[src/rtl/opp_pkg.sv]
`timescale 1ns/1ps
package opp_pkg;

   // response codes
   typedef enum logic [1:0] {
      ST_OK       = 2'd0,
      ST_BAD_RATE = 2'd1,
      ST_PLL_ERR  = 2'd2
   } seq_status_e;

   // sequencer phases
   typedef enum logic [1:0] {
      PH_IDLE = 2'd0,
      PH_PLL  = 2'd1,
      PH_DIV  = 2'd2,
      PH_RESP = 2'd3
   } seq_phase_e;

   // bus rate of each operating point, MHz
   function automatic int unsigned opp_bus_mhz(input int unsigned entry);
      case (entry)
         0:       return 200;
         1:       return 400;
         2:       return 600;
         default: return 800;
      endcase
   endfunction

   // PLL rate paired with each operating point, MHz
   function automatic int unsigned opp_pll_mhz(input int unsigned entry);
      if (entry == 2) return 600;
      return 800;
   endfunction

   // divide value for one divider slot at one operating point
   function automatic logic [7:0] div_default(input int unsigned slot,
                                              input int unsigned entry);
      logic [7:0] col [4];
      case (slot)
         0, 8, 10, 13:        col = '{8'd4,  8'd4,  8'd3,  8'd4};
         1:                   col = '{8'd4,  8'd2,  8'd1,  8'd1};
         2, 3, 4, 5, 7, 9:    col = '{8'd2,  8'd2,  8'd2,  8'd2};
         6:                   col = '{8'd1,  8'd1,  8'd1,  8'd1};
         11:                  col = '{8'd8,  8'd8,  8'd6,  8'd8};
         12, 14:              col = '{8'd24, 8'd24, 8'd18, 8'd24};
         15:                  col = '{8'd16, 8'd16, 8'd12, 8'd16};
         default:             col = '{8'd0,  8'd0,  8'd0,  8'd0};
      endcase
      return col[entry[1:0]];
   endfunction

endpackage

[src/rtl/opp_lookup.sv]
`timescale 1ns/1ps
// Matches a requested bus rate against every table entry in parallel.
module opp_lookup #(
   parameter int NUM_OPP = 4,
   parameter int RATE_W  = 12,
   parameter int IDX_W   = 2
) (
   input  logic [RATE_W-1:0] rate_mhz,
   output logic              hit,
   output logic [IDX_W-1:0]  idx,
   output logic [RATE_W-1:0] pll_mhz
);
   logic [NUM_OPP-1:0] match;

   generate
      for (genvar e = 0; e < NUM_OPP; e++) begin : g_cmp
         assign match[e] = (rate_mhz == RATE_W'(opp_pkg::opp_bus_mhz(e)));
      end
   endgenerate

   // lowest matching entry wins; entries are distinct so at most one hits
   always_comb begin
      hit     = |match;
      idx     = '0;
      pll_mhz = '0;
      for (int e = NUM_OPP - 1; e >= 0; e--) begin
         if (match[e]) begin
            idx     = IDX_W'(e);
            pll_mhz = RATE_W'(opp_pkg::opp_pll_mhz(e));
         end
      end
   end
endmodule

[src/rtl/div_rom.sv]
`timescale 1ns/1ps
// Divide-value ROM: one row per operating point, one column per slot.
module div_rom #(
   parameter int NUM_OPP = 4,
   parameter int NUM_DIV = 16,
   parameter int DATA_W  = 8,
   parameter int IDX_W   = 2,
   parameter int SLOT_W  = 4
) (
   input  logic [IDX_W-1:0]  opp_idx,
   input  logic [SLOT_W-1:0] slot,
   output logic [DATA_W-1:0] value
);
   logic [DATA_W-1:0] row [NUM_OPP][NUM_DIV];

   generate
      for (genvar e = 0; e < NUM_OPP; e++) begin : g_opp
         for (genvar s = 0; s < NUM_DIV; s++) begin : g_slot
            assign row[e][s] = DATA_W'(opp_pkg::div_default(s, e));
         end
      end
   endgenerate

   assign value = row[opp_idx][slot];
endmodule

[src/rtl/div_walker.sv]
`timescale 1ns/1ps
// Steps through the divider slots, one per accepted write.
module div_walker #(
   parameter int                NUM_DIV  = 16,
   parameter int                ADDR_W   = 12,
   parameter int                SLOT_W   = 4,
   parameter logic [ADDR_W-1:0] DIV_BASE = 12'h180,
   parameter logic [ADDR_W-1:0] DIV_STEP = 12'h010
) (
   input  logic              clk,
   input  logic              rst_n,
   input  logic              active,
   input  logic              ready,
   output logic [SLOT_W-1:0] slot,
   output logic [ADDR_W-1:0] addr,
   output logic              last
);
   localparam logic [SLOT_W-1:0] LAST_SLOT = SLOT_W'(NUM_DIV - 1);

   generate
      if (NUM_DIV == 1) begin : g_single
         assign slot = '0;
         assign last = 1'b1;
      end else begin : g_count
         logic [SLOT_W-1:0] slot_q;
         always_ff @(posedge clk) begin
            if (!rst_n)                slot_q <= '0;
            else if (active && ready)  slot_q <= (slot_q == LAST_SLOT) ? '0 : slot_q + 1'b1;
         end
         assign slot = slot_q;
         assign last = (slot_q == LAST_SLOT);
      end
   endgenerate

   assign addr = DIV_BASE + ADDR_W'(slot) * DIV_STEP;
endmodule

[src/rtl/opp_switch_seq.sv]
`timescale 1ns/1ps
// Switches a PLL and its integer dividers to a new operating point,
// ordering the PLL step against the divider writes by direction of change.
module opp_switch_seq #(
   parameter int                NUM_OPP  = 4,
   parameter int                NUM_DIV  = 16,
   parameter int                RATE_W   = 12,
   parameter int                ADDR_W   = 12,
   parameter int                DATA_W   = 8,
   parameter logic [ADDR_W-1:0] DIV_BASE = 12'h180,
   parameter logic [ADDR_W-1:0] DIV_STEP = 12'h010
) (
   input  logic              clk,
   input  logic              rst_n,
   input  logic              req_valid,
   input  logic [RATE_W-1:0] req_rate_mhz,
   input  logic [RATE_W-1:0] cur_pll_mhz,
   output logic              busy,
   output logic              rsp_valid,
   output logic [1:0]        rsp_status,
   output logic              pll_cmd_valid,
   output logic [RATE_W-1:0] pll_cmd_mhz,
   input  logic              pll_done,
   input  logic              pll_fail,
   output logic              div_wr_valid,
   output logic [ADDR_W-1:0] div_wr_addr,
   output logic [DATA_W-1:0] div_wr_data,
   input  logic              div_wr_ready
);
   import opp_pkg::*;

   localparam int IDX_W  = (NUM_OPP > 1) ? $clog2(NUM_OPP) : 1;
   localparam int SLOT_W = (NUM_DIV > 1) ? $clog2(NUM_DIV) : 1;
   localparam longint LAST_ADDR = longint'(DIV_BASE) + longint'(NUM_DIV - 1) * longint'(DIV_STEP);

   // elaboration checks
   generate
      if (NUM_OPP < 2 || NUM_OPP > 4) begin : g_chk_opp
         $error("opp_switch_seq: NUM_OPP must lie in 2..4");
      end
      if (NUM_DIV < 1 || NUM_DIV > 16) begin : g_chk_div
         $error("opp_switch_seq: NUM_DIV must lie in 1..16");
      end
      if (DATA_W < 5 || DATA_W > 8) begin : g_chk_data
         $error("opp_switch_seq: DATA_W must lie in 5..8");
      end
      if (RATE_W < 10) begin : g_chk_rate
         $error("opp_switch_seq: RATE_W too narrow for table rates");
      end
      if (LAST_ADDR >= (64'd1 << ADDR_W)) begin : g_chk_addr
         $error("opp_switch_seq: divider addresses exceed ADDR_W");
      end
   endgenerate

   // table lookup on the live request
   logic              lk_hit;
   logic [IDX_W-1:0]  lk_idx;
   logic [RATE_W-1:0] lk_pll;

   opp_lookup #(
      .NUM_OPP (NUM_OPP),
      .RATE_W  (RATE_W),
      .IDX_W   (IDX_W)
   ) u_lookup (
      .rate_mhz (req_rate_mhz),
      .hit      (lk_hit),
      .idx      (lk_idx),
      .pll_mhz  (lk_pll)
   );

   // sequence state
   seq_phase_e        phase;
   seq_status_e       status;
   logic [IDX_W-1:0]  opp_q;
   logic [RATE_W-1:0] pll_tgt_q;
   logic              pll_first_q;

   logic              in_div;
   logic [SLOT_W-1:0] slot;
   logic              slot_last;

   assign in_div = (phase == PH_DIV);

   div_walker #(
      .NUM_DIV  (NUM_DIV),
      .ADDR_W   (ADDR_W),
      .SLOT_W   (SLOT_W),
      .DIV_BASE (DIV_BASE),
      .DIV_STEP (DIV_STEP)
   ) u_walker (
      .clk    (clk),
      .rst_n  (rst_n),
      .active (in_div),
      .ready  (div_wr_ready),
      .slot   (slot),
      .addr   (div_wr_addr),
      .last   (slot_last)
   );

   div_rom #(
      .NUM_OPP (NUM_OPP),
      .NUM_DIV (NUM_DIV),
      .DATA_W  (DATA_W),
      .IDX_W   (IDX_W),
      .SLOT_W  (SLOT_W)
   ) u_rom (
      .opp_idx (opp_q),
      .slot    (slot),
      .value   (div_wr_data)
   );

   always_ff @(posedge clk) begin
      if (!rst_n) begin
         phase       <= PH_IDLE;
         status      <= ST_OK;
         opp_q       <= '0;
         pll_tgt_q   <= '0;
         pll_first_q <= 1'b0;
      end else begin
         case (phase)
            PH_IDLE: begin
               if (req_valid) begin
                  if (lk_hit) begin
                     opp_q       <= lk_idx;
                     pll_tgt_q   <= lk_pll;
                     pll_first_q <= (lk_pll < cur_pll_mhz);
                     status      <= ST_OK;
                     // a falling PLL goes first so dividers never overshoot
                     phase       <= (lk_pll < cur_pll_mhz) ? PH_PLL : PH_DIV;
                  end else begin
                     status <= ST_BAD_RATE;
                     phase  <= PH_RESP;
                  end
               end
            end
            PH_PLL: begin
               if (pll_done) begin
                  status <= pll_fail ? ST_PLL_ERR : ST_OK;
                  phase  <= pll_first_q ? PH_DIV : PH_RESP;
               end
            end
            PH_DIV: begin
               if (div_wr_ready && slot_last) begin
                  phase <= pll_first_q ? PH_RESP : PH_PLL;
               end
            end
            default: phase <= PH_IDLE;
         endcase
      end
   end

   assign busy          = (phase != PH_IDLE);
   assign rsp_valid     = (phase == PH_RESP);
   assign rsp_status    = status;
   assign pll_cmd_valid = (phase == PH_PLL);
   assign pll_cmd_mhz   = pll_tgt_q;
   assign div_wr_valid  = in_div;

endmodule

[config.mk]
export PLATFORM = sky130hd
export DESIGN_NAME = opp_switch_seq
export DESIGN_NICKNAME = d
export VERILOG_FILES = /design/src/rtl/opp_pkg.sv /design/src/rtl/opp_lookup.sv /design/src/rtl/div_rom.sv /design/src/rtl/div_walker.sv /design/src/rtl/opp_switch_seq.sv
export SDC_FILE = /design/constraint.sdc
export NUM_CORES = 1
export LEC_CHECK = 0
export ABC_CLOCK_PERIOD_IN_PS = 3000
export BUFFER_PORTS_ARGS = -buffer_cell sky130_fd_sc_hd__clkbuf_2
export CORE_MARGIN = 5
export CORE_UTILIZATION = 35
export DETAILED_ROUTE_END_ITERATION = 6
export HOLD_SLACK_MARGIN = 0.15
export PLACE_DENSITY_LB_ADDON = 0.12
export SLEW_MARGIN = 30
export SYNTH_ARGS = -nofsm -noshare
export SYNTH_HDL_FRONTEND = slang
export SYNTH_SLANG_ARGS = --single-unit
[constraint.sdc]
create_clock -name clk -period 3 [get_ports clk]
set_input_delay 0.3 -clock clk [delete_from_list [all_inputs] [get_ports clk]]
set_output_delay 0.3 -clock clk [all_outputs]
set_load 0.05 [all_outputs]
**After elaboration in Yosys (flattened, before gate mapping)**

Index checks and enable logic that the tools add are counted.

- Input bits: 30
- Word-level logic and storage cells: 63
- Bits in registers: 23

- Bitwise logic cells: 2
- Order comparisons: 3
- Equal/unequal tests: 11
- Reduce and logical (&&, ||, !) cells: 9
- Mux-type cells: 30
- Add/subtract/negate cells: 2

Operators by type and width:

| operator | count |
|---|---|
| binary-select mux 128 bit (select 2 bit) | 1 |
| two-way mux 128 bit | 2 |
| two-way mux 12 bit | 3 |
| binary-select mux 8 bit (select 4 bit) | 1 |
| two-way mux 2 bit | 13 |
| == test 12 x 10 -> 1 bit (second input constant) | 2 |
| two-way mux 8 bit | 2 |
| == test 12 x 8 -> 1 bit (second input constant) | 1 |
| == test 12 x 9 -> 1 bit (second input constant) | 1 |
| < comparator 12 bit | 1 |
| adder 9 x 8 -> 10 bit (first input constant) | 1 |
| two-way mux 10 bit | 1 |
| two-way mux 9 bit | 1 |
| AND reduction 3 bit | 3 |
| one-hot mux 2 bit (3 select lines) | 1 |
| greater-or-equal comparator 5 bit (second input constant) | 1 |
| inverter 4 -> 5 bit | 1 |
| adder 4 x 1 -> 4 bit (second input constant) | 1 |
| == test 2 bit (second input constant) | 2 |
| == test 4 bit (second input constant) | 1 |
| two-way mux 4 bit | 1 |
| inequality test 2 bit (second input constant) | 2 |
| one-hot mux 2 bit (2 select lines) | 1 |
| nonzero test 2 bit | 2 |
| 8 further kinds | 11 |

**Longest topological paths before layout**

- Depth after elaboration: 11
- Depth in mapped cells: 9
- Mapped depth without buffers: 9

**By module**

From an unflattened synthesis, not the netlist that was laid out.

- Cell total of the unflattened synthesis: 255
- Area, all modules: 1969.4 um2

Modules (own cells, without submodules):

| module | seq. area each (um2) | cells each | area an instance (um2) | times used |
|---|---|---|---|---|
| opp_switch_seq | 380.4 | 144 | 1158.6 | 1 |
| div_rom | 0.0 | 44 | 285.3 | 1 |
| div_walker | 80.1 | 35 | 279.0 | 1 |
| opp_lookup | 0.0 | 32 | 246.5 | 1 |

**Least setup slack after synthesis**

OpenSTA, ideal clock, no wires.

- Path type: register -> output
- From: register u_walker.g_count.slot_q[0], in the netlist u_walker.slot[0]
- To: output port div_wr_data[1]
- Buffers on the path: 1
- Setup slack: 595 ps
- Data arrival time: 2105 ps
- Cell stages (with the launch flop): 7
- Cell sequence: dfxtp_1 clkbuf_1 inv_2 ha_1 nand2_1 o31ai_1 o21ai_1

- Word-level cells in the longest chain between the ends: 4

RTL lines:

| item | RTL line | source |
|---|---|---|
| start, declared | div_walker.sv:25 | `logic [SLOT_W-1:0] slot_q;` |
| start signal, assigned | div_walker.sv:28 | `else if (active && ready) slot_q <= (slot_q == LAST_SLOT) ? '0 : slot_q + 1'b1;` |
| inverter 4 -> 5 bit (implied by the code) | div_rom.sv:24 | `assign value = row[opp_idx][slot];` |
| binary-select mux 8 bit (select 4 bit) | div_rom.sv:24 |  |
| two-way mux 8 bit (implied by the code) (2 in series) | div_rom.sv:24 |  |
| end, declared | opp_switch_seq.sv:27 | `output logic [DATA_W-1:0] div_wr_data,` |

No other way between the ends. The select of a mux whose other input is x is not followed.

**Worst setup path after layout**

- From: register opp_q[0]
- To: output port div_wr_data[2]

- Word-level cells in the longest chain between the ends: 7

RTL lines:

| item | RTL line | source |
|---|---|---|
| start, declared | opp_switch_seq.sv:74 | `logic [IDX_W-1:0] opp_q;` |
| start signal, assigned | opp_switch_seq.sv:124 | `opp_q <= lk_idx;` |
| inverter 2 -> 3 bit (implied by the code) | div_rom.sv:24 |  |
| binary-select mux 128 bit (select 2 bit) | div_rom.sv:24 |  |
| two-way mux 128 bit (implied by the code) (2 in series) | div_rom.sv:24 |  |
| binary-select mux 8 bit (select 4 bit) | div_rom.sv:24 |  |
| two-way mux 8 bit (implied by the code) (2 in series) | div_rom.sv:24 |  |

No other way between the ends. The select of a mux whose other input is x is not followed.

==> flow_summary_export.csv <==
group,metric,value,unit
floorplanning,start_util,36.1,%
clocking,cts_num_sinks,14,
detailed_routing,via_per_inst,4.79,
synth,yosys.area.top_type,"dfxtp_1",
detailed_routing,num_vias,1342,
synth,yosys_most_used_dff,"dfxtp_1",
global_routing,antenna_found_initial,0,
finish,antenna_cells,0,
synth,synthXorXnorAreaFrac,0.557,%
global_routing,use_met2,18.8,%
global_routing,grt_max_degree,18,
synth,synth-simple-area-share,26.7,%
detailed_routing,wl,3.37,mm
synth,synthCells,184,
floorplanning,ios,68,
floorplanning,die-area,5930,sq um
synth,yosys-top-cells-count,"buf_4, nand2_1, dfxtp_1, ha_1, inv_1",
clocking,post_cts_buffers,0,
power,p_leak,0.841,nW
floorplanning,die_h,77.0,um
synth,synthMostInstantiatedCell,"buf_4",
power,swShare,38.4,%
clocking,insertion_delay,240,ps
setup_path,r2r_slack,1460,ps
synth,synth_compound_area_share,23.4,%
power,vdd_drop_max,0.000172,V
global_routing,grt_usage,11.0,%
sta,final.setup_skew,1.91,ps
setup_path,critPathArrivalTime,2250,ps
global_routing,grt_overflow,0,
finish,fin_nets,274,
synth,netlist_top_cells_area,"dfxtp_1, ha_1, buf_4",
detailed_routing,detail-route-antenna-nets,0,
finish,drive_gt1_share,34.2,%
clocking,cts_hold_buf,0,
clocking,htree_levels,1,
setup_path,cp-end-kind,"output port",
floorplanning,die_w,77.0,um
synth,synthAdderAreaFrac,11.1,%
synth,synth_mux_area_share,4.77,%
clocking,clockBufferDepth,2,
synth,synth_top_cell_area_share,17.8,%
synth,ys_ff_latch,14,
status,status,"finished, final reports clean",
sta,rsz0062_at_grt,"no",
synth,syn_area,1570,sq um
clocking,cts_root_buffer,"clkbuf_8",
floorplanning,fp.coreArea,4350,sq um
sta,setup_viol,0,
setup_path,slowest_delay,440,ps
sta,slew_viol_final,0,
global_routing,grt_pass1_vias,1279,
placement,placed_area,1780,sq um
clocking,clkTransAtPathRegs,50,ps
detailed_routing,drt-wirelength-per-cell,12.0,um
placement,routabilityCongestion,0.774,
hold_path,min_path_type,"input port to flip-flop",
synth,ys.warnings.count,0,
synth,synth_edf_count,0,
power,seqPwrFrac,37.4,%
floorplanning,rows,24,
sta,min_period,2550,ps
synth,synth-async-reset-ratio,0,%
power,powerDensity,306,nW/um^2
sta,fmaxAchievable,393,MHz
power,p_int,0.342,mW
job,maxCapViolations,0,
power,pwr-share-comb,36.2,%
synth,ys_seq_area_share,17.8,%
detailed_routing,initialDrtViolationCount,13,
sta,fin_setup_tns,0,ps
finish,area.growth.synth_to_final,15.6,%
global_routing,grt_util_met1,13.7,%
global_routing,grt_first_pass_wirelength,5.66,mm
setup_path,cp-start-kind,"flip-flop",
global_routing,met3_usage,3.28,%
clocking,cts_buffers,3,
clocking,cts_resized,0,
sta,fin_crit_sh,84.8,%
setup_path,path_class,"flip-flop to output port",
power,power_switching,0.213,mW
setup_path,required,2700,ps
power,clkPwrFrac,26.4,%
finish,finish.instance_area,1820,sq um
placement,dp.cells,277,
placement,port_buffers,52,
finish,instances_no_fill,280,
detailed_routing,drtPass1Iterations,4,
synth,synth_top_family_by_area,"simple AND/OR/NAND/NOR gates",
detailed_routing,drc_errors,0,
sta,worst_hold_slack,392,ps
setup_path,worst_path_max_delay_cell,"mux4_2",
sta,hold_violations,0,
global_routing,busiest_layer,"met2",
clocking,cts_tree,"yes",
setup_path,cp_max_fo,7,
synth,syn_avg_cell_area,8.55,sq um
power,power,0.556,mW
placement,dpl.hpwl,2.81,mm
setup_path,cp_cell_sequence,"nand2b_1 -> inv_2 -> ha_1 -> inv_1 -> mux4_2 -> a32o_1 -> clkbuf_2",
synth,synthDistinctLibCells,58,
## cells by family (layout without fill, tap and decap cells)
| family | after synthesis | in the layout |
|---|---|---|
| compound gates | 44 | 44 |
| xor+xnor | 1 | 1 |
| fa+ha+maj | 14 | 14 |
| buf+inv | 41 | 71 |
| flops | 14 | 14 |
| mux | 5 | 5 |
| other cells | 1 | 15 |
| simple gates | 64 | 64 |
## routing by layer
| layer | share of wire, % | vias to the layer above |
|---|---|---|
| li1 | - | 710 |
| met1 | 46 | 592 |
| met2 | 47 | 38 |
| met3 | 6.9 | 2 |
| met4 | 0.83 | 0 |
| met5 | 0 | - |
## critical path, delay by kind of cell (launching register included)
family	cells	cell delay, ps
muxes	1	440
DFF	1	390
buffers and inverters	3	360
and+or+nand+nor	1	310
adders and majority gates	1	300
AOI/OAI and AO/OA	1	210
## cell usage in the layout (no fill, tap or decap), types with 5 or more instances in the layout
cell      count
conb_1       15
dfxtp_1      14
inv_1        11
nor2b_1       6
nor2_1        9
o21ai_1       5
nand2_1      18
clkbuf_2     52
ha_1         14
a21oi_1       6
## flip-flops by register name, summed over array words and instances (netlist names)
name	count
opp_q	2
u_walker.slot	4
pll_cmd_mhz	3
pll_first_q	1
rsp_status	2
phase	2
## worst paths after layout
check / depth (start not counted) / from / endpoint
worst max register to register: 5 / phase[1] / u_walker.slot[3]
worst max-delay path: 7 / opp_q[0] / div_wr_data[2]
worst min-delay path: 4 / cur_pll_mhz[10] / phase[1]
worst min register to register: 2 / rsp_status[0] / rsp_status[0]
## area by class of cell
type,count,area (sq um)
multi-input cells,143,1100
repair buffers,54,275
clock buffers,3,41.3
inverters,14,52.6
well taps,52,65.1
flip-flops and latches,14,280
fillers,470,2540
## per-stage QoR
step,setup WS (ps),util (%)
after floorplan,595,-
after global placement,642,40.8
after detailed placement,607,40.8
after CTS,437,41.8
after global routing,280,41.8
final,455,41.8
## power by group through the flow
stage | clock network (mW) | logic, mW | registers (mW)
after global placement | 0 | 0.203 | 0.212
after floorplan | 0 | 0.169 | 0.216
after global routing | 0.161 | 0.217 | 0.210
final | 0.146 | 0.201 | 0.208
after CTS | 0.155 | 0.203 | 0.208
after detailed placement | 0 | 0.203 | 0.212
Note: power is estimated with default switching activity, not from simulation.
